<file path="config.mk">
export PLATFORM = sky130hd
export DESIGN_NAME = pll_dyn_update
export DESIGN_NICKNAME = d
export VERILOG_FILES = /design/src/rtl/pll_upd_pkg.sv /design/src/rtl/pll_upd_timer.sv /design/src/rtl/pll_upd_regs.sv /design/src/rtl/pll_upd_fsm.sv /design/src/rtl/pll_dyn_update.sv
export SDC_FILE = /design/constraint.sdc
export NUM_CORES = 1
export LEC_CHECK = 0
export ABC_AREA = 1
export ABC_CLOCK_PERIOD_IN_PS = 3160
export BUFFER_PORTS_ARGS = -buffer_cell sky130_fd_sc_hd__buf_2
export CORE_MARGIN = 4
export CORE_UTILIZATION = 51
export CTS_CLUSTER_DIAMETER = 200
export DETAILED_ROUTE_END_ITERATION = 16
export MAX_ROUTING_LAYER = met4
export PLACE_DENSITY_LB_ADDON = 0.25
export SLEW_MARGIN = 20
export SYNTH_ARGS = -nofsm -noshare
export SYNTH_HDL_FRONTEND = slang
export SYNTH_SLANG_ARGS = --single-unit
export TNS_END_PERCENT = 20
</file>
<file path="constraint.sdc">
create_clock -name clk -period 3.16 [get_ports clk]
set_clock_uncertainty 0.15 [all_clocks]
set_input_delay 0.474 -clock clk [delete_from_list [all_inputs] [get_ports clk]]
set_output_delay 0.474 -clock clk [all_outputs]
set_load 0.01 [all_outputs]
</file>
<file path="src/rtl/pll_upd_pkg.sv">
package pll_upd_pkg;
  localparam int REQ_BIT  = 22;
  localparam int BYP_BIT  = 23;
  localparam int ACK_BIT  = 29;
  localparam int LOCK_BIT = 31;

  localparam logic [1:0] SEL_CTRL = 2'd0;
  localparam logic [1:0] SEL_MULT = 2'd1;
  localparam logic [1:0] SEL_FRAC = 2'd2;

  localparam logic [1:0] OUT_NONE = 2'b00;
  localparam logic [1:0] OUT_DONE = 2'b01;
  localparam logic [1:0] OUT_ERR  = 2'b10;

  typedef enum logic [2:0] {
    ST_IDLE, ST_GUARD, ST_RISE, ST_SWCLR, ST_FALL, ST_SETTLE
  } seq_st_e;
endpackage

</file>
<file path="src/rtl/pll_upd_timer.sv">
module pll_upd_timer #(
  parameter int CW = 8
) (
  input  logic          clk,
  input  logic          rst,
  input  logic          clr,
  output logic [CW-1:0] cnt
);
  always_ff @(posedge clk) begin
    if (rst || clr) cnt <= '0;
    else            cnt <= cnt + 1'b1;
  end
endmodule

</file>
<file path="src/rtl/pll_upd_regs.sv">
module pll_upd_regs
  import pll_upd_pkg::*;
#(
  parameter int DW  = 32,
  parameter int L_W = 16,
  parameter int A_W = 32
) (
  input  logic           clk,
  input  logic           rst,
  input  logic           wr_en,
  input  logic [1:0]     wr_sel,
  input  logic [DW-1:0]  wr_data,
  input  logic           load_live,
  input  logic           latch,
  input  logic           ack_q,
  input  logic           lock_q,
  output logic [L_W-1:0] live_l,
  output logic [A_W-1:0] live_a,
  output logic [DW-1:0]  ctrl_rd
);
  logic [L_W-1:0] sh_l;
  logic [A_W-1:0] sh_a;
  logic           byp_r;

  always_ff @(posedge clk) begin
    if (rst) begin
      sh_l   <= '0;
      sh_a   <= '0;
      byp_r  <= 1'b0;
      live_l <= '0;
      live_a <= '0;
    end else begin
      if (load_live) begin
        live_l <= sh_l;
        live_a <= sh_a;
      end
      if (wr_en) begin
        case (wr_sel)
          SEL_CTRL: byp_r <= wr_data[BYP_BIT];
          SEL_MULT: sh_l  <= wr_data[L_W-1:0];
          SEL_FRAC: sh_a  <= wr_data[A_W-1:0];
          default:  ;
        endcase
      end
    end
  end

  always_comb begin
    ctrl_rd           = '0;
    ctrl_rd[REQ_BIT]  = latch;
    ctrl_rd[BYP_BIT]  = byp_r;
    ctrl_rd[ACK_BIT]  = ack_q;
    ctrl_rd[LOCK_BIT] = lock_q;
  end
endmodule

</file>
<file path="src/rtl/pll_upd_fsm.sv">
module pll_upd_fsm
  import pll_upd_pkg::*;
#(
  parameter int CW         = 11,
  parameter int GAP_CYC    = 2,
  parameter int TMO_CYC    = 64,
  parameter int SETTLE_CYC = 1250
) (
  input  logic          clk,
  input  logic          rst,
  input  logic          wr_ctrl,
  input  logic          wr_req,
  input  logic          wr_byp,
  input  logic          pll_en,
  input  logic          dyn_cap,
  input  logic          ack_q,
  input  logic [CW-1:0] cnt,
  output logic          tmr_clr,
  output logic          load_live,
  output logic          latch,
  output logic          busy,
  output logic          done_p,
  output logic          err_p,
  output logic [1:0]    status
);
  seq_st_e st, nxt;
  logic    byp_run;
  logic    can_upd, start, sw_clear, to_err, to_done;
  logic    gap_end, tmo_end, set_end;

  assign can_upd   = pll_en && dyn_cap;
  assign start     = wr_ctrl && wr_req && (st == ST_IDLE) && can_upd;
  assign sw_clear  = wr_ctrl && !wr_req && (st == ST_SWCLR);
  assign load_live = start || ((st == ST_IDLE) && !can_upd);
  assign gap_end   = (cnt == CW'(GAP_CYC - 1));
  assign tmo_end   = (cnt == CW'(TMO_CYC - 1));
  assign set_end   = (cnt == CW'(SETTLE_CYC - 1));
  assign to_err    = ((st == ST_RISE) && !ack_q && tmo_end) ||
                     ((st == ST_FALL) &&  ack_q && tmo_end);
  assign to_done   = (st == ST_SETTLE) && set_end;

  always_comb begin
    nxt = st;
    case (st)
      ST_IDLE:   if (start) nxt = ST_GUARD;
      ST_GUARD:  if (gap_end) nxt = ST_RISE;
      ST_RISE:   if (ack_q) nxt = byp_run ? ST_SWCLR : ST_FALL;
                 else if (tmo_end) nxt = ST_IDLE;
      ST_SWCLR:  if (sw_clear) nxt = ST_FALL;
      ST_FALL:   if (!ack_q) nxt = ST_SETTLE;
                 else if (tmo_end) nxt = ST_IDLE;
      ST_SETTLE: if (set_end) nxt = ST_IDLE;
      default:   nxt = ST_IDLE;
    endcase
  end

  assign tmr_clr = (nxt != st) || (st == ST_IDLE);

  always_ff @(posedge clk) begin
    if (rst) begin
      st      <= ST_IDLE;
      byp_run <= 1'b0;
      latch   <= 1'b0;
      busy    <= 1'b0;
      done_p  <= 1'b0;
      err_p   <= 1'b0;
      status  <= OUT_NONE;
    end else begin
      st     <= nxt;
      latch  <= (nxt == ST_GUARD) || (nxt == ST_RISE) || (nxt == ST_SWCLR);
      busy   <= (nxt != ST_IDLE);
      done_p <= to_done;
      err_p  <= to_err;
      if (start) begin
        byp_run <= wr_byp;
        status  <= OUT_NONE;
      end else if (to_done) begin
        status  <= OUT_DONE;
      end else if (to_err) begin
        status  <= OUT_ERR;
      end
    end
  end

  a_r1_start_raises: assert property (@(posedge clk) disable iff (rst)
    start |=> (latch && busy && st == ST_GUARD));
  a_r3_guard_first: assert property (@(posedge clk) disable iff (rst)
    $rose(latch) |-> (st == ST_GUARD));
  a_r4_auto_clear: assert property (@(posedge clk) disable iff (rst)
    (st == ST_RISE && ack_q && !byp_run) |=> !latch);
  a_r5_sw_hold: assert property (@(posedge clk) disable iff (rst)
    (st == ST_SWCLR && !sw_clear) |=> latch);
  a_r6_settle_entry: assert property (@(posedge clk) disable iff (rst)
    (st == ST_FALL && !ack_q) |=> (st == ST_SETTLE && !latch));
endmodule

</file>
<file path="src/rtl/pll_dyn_update.sv">
module pll_dyn_update
  import pll_upd_pkg::*;
#(
  parameter int DW         = 32,
  parameter int L_W        = 16,
  parameter int A_W        = 32,
  parameter int GAP_CYC    = 2,
  parameter int TMO_CYC    = 64,
  parameter int SETTLE_CYC = 1250
) (
  input  logic           clk,
  input  logic           rst,
  input  logic           wr_en,
  input  logic [1:0]     wr_sel,
  input  logic [DW-1:0]  wr_data,
  input  logic           pll_en,
  input  logic           dyn_cap,
  input  logic           pll_ack,
  input  logic           pll_lock,
  output logic [DW-1:0]  ctrl_rd,
  output logic [L_W-1:0] pll_l,
  output logic [A_W-1:0] pll_alpha,
  output logic           pll_latch,
  output logic           busy,
  output logic           done_pulse,
  output logic           err_pulse,
  output logic [1:0]     status
);
  localparam int MAX_A = (TMO_CYC > SETTLE_CYC) ? TMO_CYC : SETTLE_CYC;
  localparam int MAXC  = (MAX_A > GAP_CYC) ? MAX_A : GAP_CYC;
  localparam int CW    = $clog2(MAXC + 1);

  logic          ack_q, lock_q;
  logic          tmr_clr, load_live;
  logic [CW-1:0] cnt;

  always_ff @(posedge clk) begin
    if (rst) begin
      ack_q  <= 1'b0;
      lock_q <= 1'b0;
    end else begin
      ack_q  <= pll_ack;
      lock_q <= pll_lock;
    end
  end

  pll_upd_timer #(.CW(CW)) u_timer (
    .clk(clk), .rst(rst), .clr(tmr_clr), .cnt(cnt)
  );

  pll_upd_fsm #(
    .CW(CW), .GAP_CYC(GAP_CYC), .TMO_CYC(TMO_CYC), .SETTLE_CYC(SETTLE_CYC)
  ) u_fsm (
    .clk(clk), .rst(rst),
    .wr_ctrl(wr_en && (wr_sel == SEL_CTRL)),
    .wr_req(wr_data[REQ_BIT]), .wr_byp(wr_data[BYP_BIT]),
    .pll_en(pll_en), .dyn_cap(dyn_cap), .ack_q(ack_q), .cnt(cnt),
    .tmr_clr(tmr_clr), .load_live(load_live), .latch(pll_latch),
    .busy(busy), .done_p(done_pulse), .err_p(err_pulse), .status(status)
  );

  pll_upd_regs #(.DW(DW), .L_W(L_W), .A_W(A_W)) u_regs (
    .clk(clk), .rst(rst), .wr_en(wr_en), .wr_sel(wr_sel), .wr_data(wr_data),
    .load_live(load_live), .latch(pll_latch), .ack_q(ack_q), .lock_q(lock_q),
    .live_l(pll_l), .live_a(pll_alpha), .ctrl_rd(ctrl_rd)
  );

  a_r9_frozen: assert property (@(posedge clk) disable iff (rst)
    (busy && $past(busy)) |-> ($stable(pll_l) && $stable(pll_alpha)));
  a_r11_one_cycle: assert property (@(posedge clk) disable iff (rst)
    (done_pulse || err_pulse) |=> !(done_pulse || err_pulse));
  a_r7_err_release: assert property (@(posedge clk) disable iff (rst)
    err_pulse |-> (!pll_latch && !busy && status == OUT_ERR));
  a_r11_exclusive: assert property (@(posedge clk) disable iff (rst)
    !(done_pulse && err_pulse));
endmodule

</file>
==> reports/metrics.csv, run 1 <==
stage,metric,value,unit
pwr,combinationalPowerShare,0.072,
setup_path,worst_setup_path_end_kind,flop,
grt,grt.total_usage,0.199,
detailed_routing,wl,10.5,mm
timing,slew_violations,0,
place,place.gp.congestion,0.916,
clock_network,clkTransAtPathRegs,0.06,ns
setup_path,reg2reg_slack,0.88,ns
timing,relSlewSlack,0.632,
timing,max_freq,439,MHz
grt,grt_first_pass_wirelength,17.3,mm
die,core,8850,um2
setup_path,required,3.45,ns
clock_network,insertion_delay,0.51,ns
grt,grt_max_degree,63,
setup_path,critical_path_class,reg -> reg,
synth,synth-async-reset-ratio,0,
synth,synth_top_area_share,0.512,
synth,ys_seq_area_frac,0.512,
clock_network,cts_tree,built,
timing,fin_crit_sh,0.721,
clock_network,hold_buffers,0,
synth,synth-seq-cells,120,
timing,period_minus_slack,2.28,ns
setup_path,cp_max_fo,61,
synth,synth_area_per_cell,8.00,um2
detailed_routing,ant_nets,0,
synth,synth_commonest_cells,"dfxtp_1 (120), o21ai_0 (95), nor2_1 (85)",
synth,synth_edf_count,0,
timing,fin_ws,0.882,ns
die,die_w,104,um
die,dieArea,10800,um2
status,outcome,finished clean,
clock_network,htreeDepth,4,
timing,rsz0062_at_grt,false,
place,hpwl,7.05,mm
clock_network,cts_resized,0,
setup_path,critPathArrivalTime,2.57,ns
pwr,peakVddDrop,0.343,mV
synth,synth_cell_type_count,29,
die,start_util,0.531,
timing,final-hold-violation-count,0,
timing,worstMarginPinSlew,0.551,ns
clock_network,cts.sinks,120,
detailed_routing,dr.pass1.iters,4,
timing,setup_viol,0,
pwr,power.switching,0.000885,W
pwr,swShare,0.232,
place,io_buffers,98,
pwr,p_int,0.00293,W
die,fp.dieH,104,um
synth,yosys_most_used_dff,dfxtp_1,
synth,synth_top_area_cell,dfxtp_1,
synth,yosysMostFrequentCell,dfxtp_1,
die,floorplan.rows,34,
clock_network,cts_root_buffer,clkbuf_8,
synth,synth_cells,587,
synth,synth_area_leaders,"dfxtp_1 (51%), o21ai_0 (10%), a21oi_1 (7.2%)",
pwr,p_clk_frac,0.502,
clock_network,numCtsBuffers,17,
detailed_routing,vias_per_cell,5.01,
die,top_level_ports,127,
pwr,p_seq_frac,0.426,
clock_network,cts_setup_buffers,0,
job,maxCapViolations,0,
detailed_routing,via_count,3992,
detailed_routing,detail_route.iter0.violations,198,
setup_path,cp-start-kind,flop,
pwr,power_density,667,nW/um2
final_layout,nets,718,
synth,synth_warnings,0,
pwr,leakage,2.59,nW
final_layout,syn_to_final_growth,21.7,%
synth,synth_area,4700,um2
grt,antenna_found_initial,0,
detailed_routing,wl_per_cell,13.1,um
place,dp_slack,0.661,ns
grt,grt_pass1_vias,3731,
timing,finalSetupTns,0,ns
clock_network,cts.path.max_buffers,2,
hold_path,hold_class,in -> reg,
detailed_routing,drc,0,
final_layout,drive_above_1_share,0.241,
grt,gr-total-overflow,0,
==> worst paths after layout <==
kind,startpoint,endpoint,cells past startpoint
setup / recovery,u_fsm.st[1]$_SDFF_PP0_,u_regs.live_a[25]$_SDFFE_PP0P_,8
hold / removal,pll_ack,ack_q$_SDFF_PP0_,3
setup reg to reg,u_fsm.st[1]$_SDFF_PP0_,u_regs.live_a[25]$_SDFFE_PP0P_,8
hold reg to reg,u_fsm.status[1]$_SDFFE_PP0P_,u_fsm.status[1]$_SDFFE_PP0P_,2
==> cell type report <==
type                    count  area [um2]
repair buffers            103         541
fillers                   793        3140
inverters                  61         229
clock inverters            11         146
clock buffers              21         449
multi-input cells         372        1810
well taps                 108         135
diodes                      1        2.50
flip-flops and latches    120        2400
==> power by group through the flow <==
stage          clock (W)  sequential [W]  combinational [W]
3_5_place_dp           0         0.00165           0.000273
3_3_place_gp           0         0.00165           0.000264
5_1_grt          0.00201         0.00163           0.000309
6_report         0.00192         0.00162           0.000273
2_1_floorplan          0         0.00167           0.000175
4_1_cts          0.00195         0.00162           0.000274
==> placed cells by master (no fill, tap or decap), drive strengths merged, types with 5 or more instances in the layout <==
cell type,n
clkbuf,21
a21oi,68
nand2,32
conb,28
buf,103
nor3,6
dfxtp,120
nand4,8
xor2,7
inv,62
nor2,100
o21ai,99
nand3,16
clkinvlp,5
==> flip-flops by register name (all words and copies together) (netlist names), 2 cells and up <==
signal,cells
u_fsm.st,3
u_fsm.status,2
u_regs.live_a,32
u_regs.live_l,16
u_regs.sh_a,32
u_regs.sh_l,16
u_timer.cnt,11
==> routing by layer <==
layer  up-vias  wire [um]  track usage
li1       2028          -            -
met1      1811       4630        0.247
met2       142       4900        0.306
met3        11        822       0.0646
met4         0         96       0.0703
met5         -          0            -
==> worst max-delay path, cell delays in order (launching register included) <==
cell	delay (ns)
dfxtp_1	0.36
nor2_2	0.18
nand2_1	0.11
inv_2	0.07
nand2_1	0.32
inv_2	0.42
buf_12	0.29
o21ai_0	0.13
a21oi_1	0.15
==> cells by family (layout without fill, tap and decap cells) <==
family          after synthesis  count (layout)  synth area share
other cells                   1              29          0.000799
xor+xnor                      9               9            0.0168
buf+inv                     122             196             0.126
compound gates              168             168             0.180
simple gates                165             165             0.160
flops                       120             120             0.512
fa+ha+maj                     2               2           0.00533
==> metrics by stage <==
stage	cell area [um2]	std cells	utilization	total power (W)	hold slack, ns
after CTS	5710	796	0.645	0.00384	0.00135
after detailed placement	5110	764	0.578	0.00193	0.292
after global placement	5110	764	0.578	0.00192	0.284
final	5710	797	0.646	0.00381	0.0214
after floorplan	4800	614	-	0.00184	0.280
after global routing	5710	796	0.645	0.00395	0.0170
(Power assumes the default switching activity.)
==> run 2: changes to the inputs <==
ABC_AREA = 0   (was 1)
ABC_CLOCK_PERIOD_IN_PS = 2340   (was 3160)
clock period = 2.34 ns   (was 3.16 ns; I/O delays follow)
==> reports/metrics.csv, run 2 <==
stage,metric,value,unit
status,outcome,finished clean,
timing,worstMarginPinSlew,0.758,ns
clock_network,cts.path.max_buffers,2,
grt,gr-total-overflow,0,
synth,ys_seq_area_frac,0.506,
synth,synth_top_area_share,0.506,
synth,synth_commonest_cells,"nand2_1 (203), dfxtp_1 (120), a21oi_1 (104)",
setup_path,required,2.62,ns
hold_path,min_from,rst,
clock_network,insertion_delay,0.50,ns
clock_network,clkTransAtPathRegs,0.06,ns
final_layout,most-common-layout-cells,"nand2_1 (203), dfxtp_1 (120), a21oi_1 (104)",
detailed_routing,ant_nets,0,
timing,rsz0062_at_grt,true,
grt,grt_pass1_vias,4123,
timing,fin_crit_sh,0.971,
synth,synth_edf_count,0,
setup_path,critPathArrivalTime,2.55,ns
synth,synth_area_per_cell,8.01,um2
setup_path,max_stage_delay,0.60,ns
die,dieArea,10900,um2
place,io_buffers,98,
setup_path,r2r_start,u_timer.cnt[7]$_SDFF_PP0_,
clock_network,numCtsBuffers,17,
final_layout,multiInputGateArea,2100,um2
hold_path,hold_class,in -> reg,
pwr,finalPower,0.00495,W
synth,synth_area_leaders,"dfxtp_1 (51%), nand2_1 (16%), a21oi_1 (11%)",
detailed_routing,via_count,4277,
die,core,8890,um2
synth,yosys_most_used_dff,dfxtp_1,
place,dp_slack,-0.0524,ns
die,top_level_ports,127,
clock_network,htreeDepth,4,
die,die_w,104,um
setup_path,cp_max_fo,5,
pwr,peakVddDrop,0.470,mV
timing,fin_ws,0.0676,ns
setup_path,crit_start,u_timer.cnt[7]$_SDFF_PP0_,
pwr,power_density,800,nW/um2
timing,relSlewSlack,0.493,
detailed_routing,drc,0,
detailed_routing,wl_per_cell,14.5,um
final_layout,nets,754,
detailed_routing,vias_per_cell,5.14,
grt,antenna_found_initial,0,
grt,grt.total_usage,0.232,
final_layout,fin_area,6190,um2
timing,slew_violations,0,
final_layout,syn_to_final_growth,30.4,%
setup_path,critPathTopFamily,simple AND/OR/NAND/NOR gates,
detailed_routing,dr.pass1.iters,5,
final_layout,seqCellArea,2400,um2
synth,synth_top_area_cell,dfxtp_1,
job,maxCapViolations,0,
synth,yosysMostFrequentCell,nand2_1,
final_layout,diodes,0,
setup_path,critical_path_class,reg -> reg,
synth,synth_area,4750,um2
clock_network,cts_tree,built,
setup_path,worst_setup_path_end_kind,flop,
grt,grt_max_degree,83,
final_layout,fillers,756,
synth,synth_cell_type_count,51,
setup_path,critPathBufInv,0,
timing,period_minus_slack,2.27,ns
clock_network,cts_root_buffer,clkbuf_8,
final_layout,mostFrequentLayoutCell,nand2_1,
place,dpl_cell_area,5200,um2
synth,synth_cells,593,
timing,max_freq,440,MHz
detailed_routing,detail_route.iter0.violations,342,
final_layout,reg.largest.list,"u_regs.live_a x32, u_regs.sh_a x32",
final_layout,fin_util,0.696,
timing,setup_viol,0,
synth,synth_warnings,0,
synth,synth-async-reset-ratio,0,
clock_network,cts.sinks,120,
timing,finalSetupTns,0,ns
grt,grt_first_pass_wirelength,20.1,mm
synth,synth-seq-cells,120,
clock_network,cts_setup_buffers,0,
timing,final-hold-violation-count,0,
die,floorplan.rows,34,
pwr,leakage,2.51,nW
setup_path,cp-start-kind,flop,
die,fp.dieH,104,um
setup_path,crit_slowest_cell,or4_4,
place,hpwl,7.60,mm
final_layout,drive_above_1_share,0.217,
die,start_util,0.534,
detailed_routing,wl,12.1,mm
setup_path,crit_path_cell_trace,or4_4 -> nor4_4 -> or3b_1 -> nor2b_4 -> nor3b_2,
place,place.gp.congestion,0.924,
-- run 2: cell count changes after synthesis, moves of 7 or more --
cell,delta
nand3_1,-10
a21oi_1,+36
nor2_2,-13
inv_2,-9
nand2_1,+173
o21ai_0,-93
clkbuf_1,+7
nor3_1,+12
nor2_1,-75
inv_1,-47
-- run 2: final cells by class --
cell class,count,area share
Timing Repair Buffer,141,0.152
Clock buffer,19,0.0714
Sequential cell,120,0.388
Clock inverter,13,0.0235
Tap cell,108,0.0218
Multi-Input combinational cell,426,0.340
Inverter,5,0.00303
-- run 2: worst register-to-register path: stages (launching register included) --
cell	delay (ns)
dfxtp_1	0.35
or4_4	0.60
nor4_4	0.36
or3b_1	0.44
nor2b_4	0.15
nor3b_2	0.16
-- run 2: stage by stage --
stage          instances  hold WS (ns)
5_1_grt              832        0.0568
6_report             832        0.0702
4_1_cts              832        0.0484
3_3_place_gp         766         0.288
3_5_place_dp         766         0.294
2_1_floorplan        620         0.282
-- run 2: power breakdown --
group	total, W	switching [W]	internal, W
combinational	0.000319	0.000191	0.000129
clock	0.00251	0.000935	0.00158
sequential	0.00212	0.0000259	0.00209
total	0.00495	0.00115	0.00380
-- run 2: final timing paths --
path / cells after the start / to / slack (ns)
max: 5 / u_fsm.status[1]$_SDFFE_PP0P_ / 0.07
min: 2 / u_regs.byp_r$_SDFFE_PP0N_ / 0.07
max reg2reg: 5 / u_fsm.status[1]$_SDFFE_PP0P_ / 0.07
min reg2reg: 2 / u_regs.live_a[10]$_SDFFE_PP0P_ / 0.30
-- run 2: cell families after synthesis --
logic type | Yosys count | share of synthesized area
buffers and inverters | 74 | 0.0865
muxes | 2 | 0.00422
xor gates and xnor gates | 9 | 0.0166
DFF | 120 | 0.506
AOI/OAI and AO/OA | 117 | 0.129
other | 1 | 0.000790
adders and majority gates | 2 | 0.00527
and+or+nand+nor | 268 | 0.251
-- run 2: what timing repair did --
action                     4_1_cts  5_1_grt
setup endpoints to repair       13       14
hold buffers                    34        0
resized for setup                5        6
hold endpoints to repair        51        0
-- run 2: per-layer routing --
| metal | share of wire | track usage | up-vias |
|---|---|---|---|
| met3 | 0.054 | 0.0590 | 24 |
| met1 | 0.42 | 0.271 | 1964 |
| li1 | - | - | 2127 |
| met2 | 0.50 | 0.385 | 162 |
| met4 | 0.022 | 0.0883 | 0 |
| met5 | 0 | - | - |
==> run 3: changes to the inputs <==
==> constraint.sdc (replaced) <==
create_clock -name clk -period 2.34 [get_ports clk]
set_clock_uncertainty 0.15 [all_clocks]
set_input_delay 0.234 -clock clk [delete_from_list [all_inputs] [get_ports clk]]
set_output_delay 0.234 -clock clk [all_outputs]
set_load 0.01 [all_outputs]
==> reports/metrics.csv, run 3 (same netlist as run 2, synthesis figures left out) <==
stage,metric,value,unit
place,dp_slack,0.0289,ns
final_layout,syn_to_final_growth,32.2,%
final_layout,reg.largest.list,"u_regs.live_a x32, u_regs.sh_a x32",
detailed_routing,ant_nets,0,
detailed_routing,met2_length,6.04,mm
timing,rsz0062_at_grt,true,
grt,gr-total-overflow,0,
setup_path,critPathTopFamily,simple AND/OR/NAND/NOR gates,
setup_path,cp-start-kind,flop,
detailed_routing,drc,0,
grt,grt.total_usage,0.226,
die,core,8890,um2
final_layout,mostFrequentLayoutCell,nand2_1,
final_layout,drive_above_1_share,0.213,
final_layout,diodes,0,
setup_path,cp_max_fo,5,
final_layout,finalNonFillerCells,841,
setup_path,required,2.63,ns
setup_path,critPathBufInv,0,
pwr,power_density,807,nW/um2
timing,max_freq,447,MHz
clock_network,insertion_delay,0.51,ns
clock_network,cts_root_buffer,clkbuf_8,
place,dp.cells,769,
place,hpwl,7.76,mm
timing,slew_violations,0,
die,start_util,0.534,
clock_network,cts.sinks,120,
clock_network,cts.path.max_buffers,2,
grt,grt_first_pass_wirelength,19.5,mm
pwr,leakage,2.58,nW
status,outcome,finished clean,
detailed_routing,wl_per_cell,14.2,um
timing,worstMarginPinSlew,0.704,ns
clock_network,clkTransAtPathRegs,0.06,ns
timing,fin_ws,0.102,ns
clock_network,numCtsBuffers,17,
hold_path,hold_class,in -> reg,
die,fp.dieH,104,um
detailed_routing,vias_per_cell,5.08,
setup_path,critPathArrivalTime,2.52,ns
setup_path,critical_path_class,reg -> reg,
final_layout,fin_util,0.706,
timing,final-hold-violation-count,0,
setup_path,max_stage_delay,0.60,ns
setup_path,crit_slowest_cell,or4_4,
timing,relSlewSlack,0.530,
detailed_routing,via_count,4274,
clock_network,htreeDepth,4,
grt,grt_max_degree,49,
final_layout,nets,764,
final_layout,most-common-layout-cells,"nand2_1 (203), dfxtp_1 (120), a21oi_1 (104)",
die,dieArea,10900,um2
place,io_buffers,98,
place,place.gp.congestion,0.892,
clock_network,cts_tree,built,
timing,fin_crit_sh,0.956,
setup_path,crit_path_cell_trace,or4_4 -> nor4_4 -> or3b_1 -> nor2b_4 -> nor3b_2,
detailed_routing,met3_length,778,um
clock_network,cts_setup_buffers,0,
detailed_routing,detail_route.iter0.violations,200,
die,top_level_ports,127,
detailed_routing,dr.pass1.iters,4,
die,floorplan.rows,34,
detailed_routing,wl,12.0,mm
setup_path,worst_setup_path_end_kind,flop,
pwr,peakVddDrop,0.475,mV
detailed_routing,routed.top_layer,met4,
grt,antenna_found_initial,0,
timing,setup_viol,0,
detailed_routing,m1WireLength,5.05,mm
die,die_w,104,um
timing,fin_hold_ws,0.0399,ns
job,maxCapViolations,0,
grt,grt_pass1_vias,4042,
timing,finalSetupTns,0,ns
timing,period_minus_slack,2.24,ns
## run 3: changes by cell type in the layout (fill, tap and decap cells not counted), moves of 2 or more
cell and change:
clkinv_4 -2, clkbuf_8 -2, buf_4 +3, bufinv_16 +2, clkinvlp_4 -2, clkinv_2 +3
dlygate4sd3_1 +7
## run 3: repair_timing
item,in CTS,in global routing
gates resized for setup,1,5
endpoints found under the setup margin,4,13
pin swaps,0,0
endpoints found under the hold margin,63,0
hold buffers,41,0
## run 3: through the flow
stage / area, um2 / total power, W
after floorplan: 4850 / 0.00236
after global placement: 5240 / 0.00243
after detailed placement: 5240 / 0.00244
after CTS: 6240 / 0.00510
after global routing: 6270 / 0.00525
final: 6270 / 0.00506
## run 3: cell type report
cell class              instances  area, um2
inverters                       5       18.8
multi-input cells             426       2080
clock inverters                13        179
fillers                       716       2620
well taps                     108        135
repair buffers                151       1040
flip-flops and latches        120       2400
clock buffers                  18        418
## run 3: where the power goes
group	switching (W)	internal (W)
combinational	0.000193	0.000137
clock	0.000900	0.00172
sequential	0.0000248	0.00209
## run 3: worst min-delay path: cells and delay by family
family	cells	cell delay, ns
buffers and inverters	1	0.11
multiplexers	1	0.08
AND/OR/NAND/NOR	2	0.23
## run 3: routing by layer
metal	vias to the layer above	GRT usage
li1	2153	-
met1	1971	0.265
met2	142	0.382
met3	8	0.0639
met4	0	0.0589
met5	-	-
## run 3: path summary, 6_finish.rpt
kind / start / endpoint / slack (ns) / depth (start not counted)
min: wr_sel[0] / u_regs.byp_r$_SDFFE_PP0N_ / 0.04 / 4
min reg2reg: u_regs.live_a[0]$_SDFFE_PP0P_ / u_regs.live_a[0]$_SDFFE_PP0P_ / 0.30 / 2
max: u_timer.cnt[7]$_SDFF_PP0_ / u_fsm.status[1]$_SDFFE_PP0P_ / 0.10 / 5
max reg2reg: u_timer.cnt[7]$_SDFF_PP0_ / u_fsm.status[1]$_SDFFE_PP0P_ / 0.10 / 5
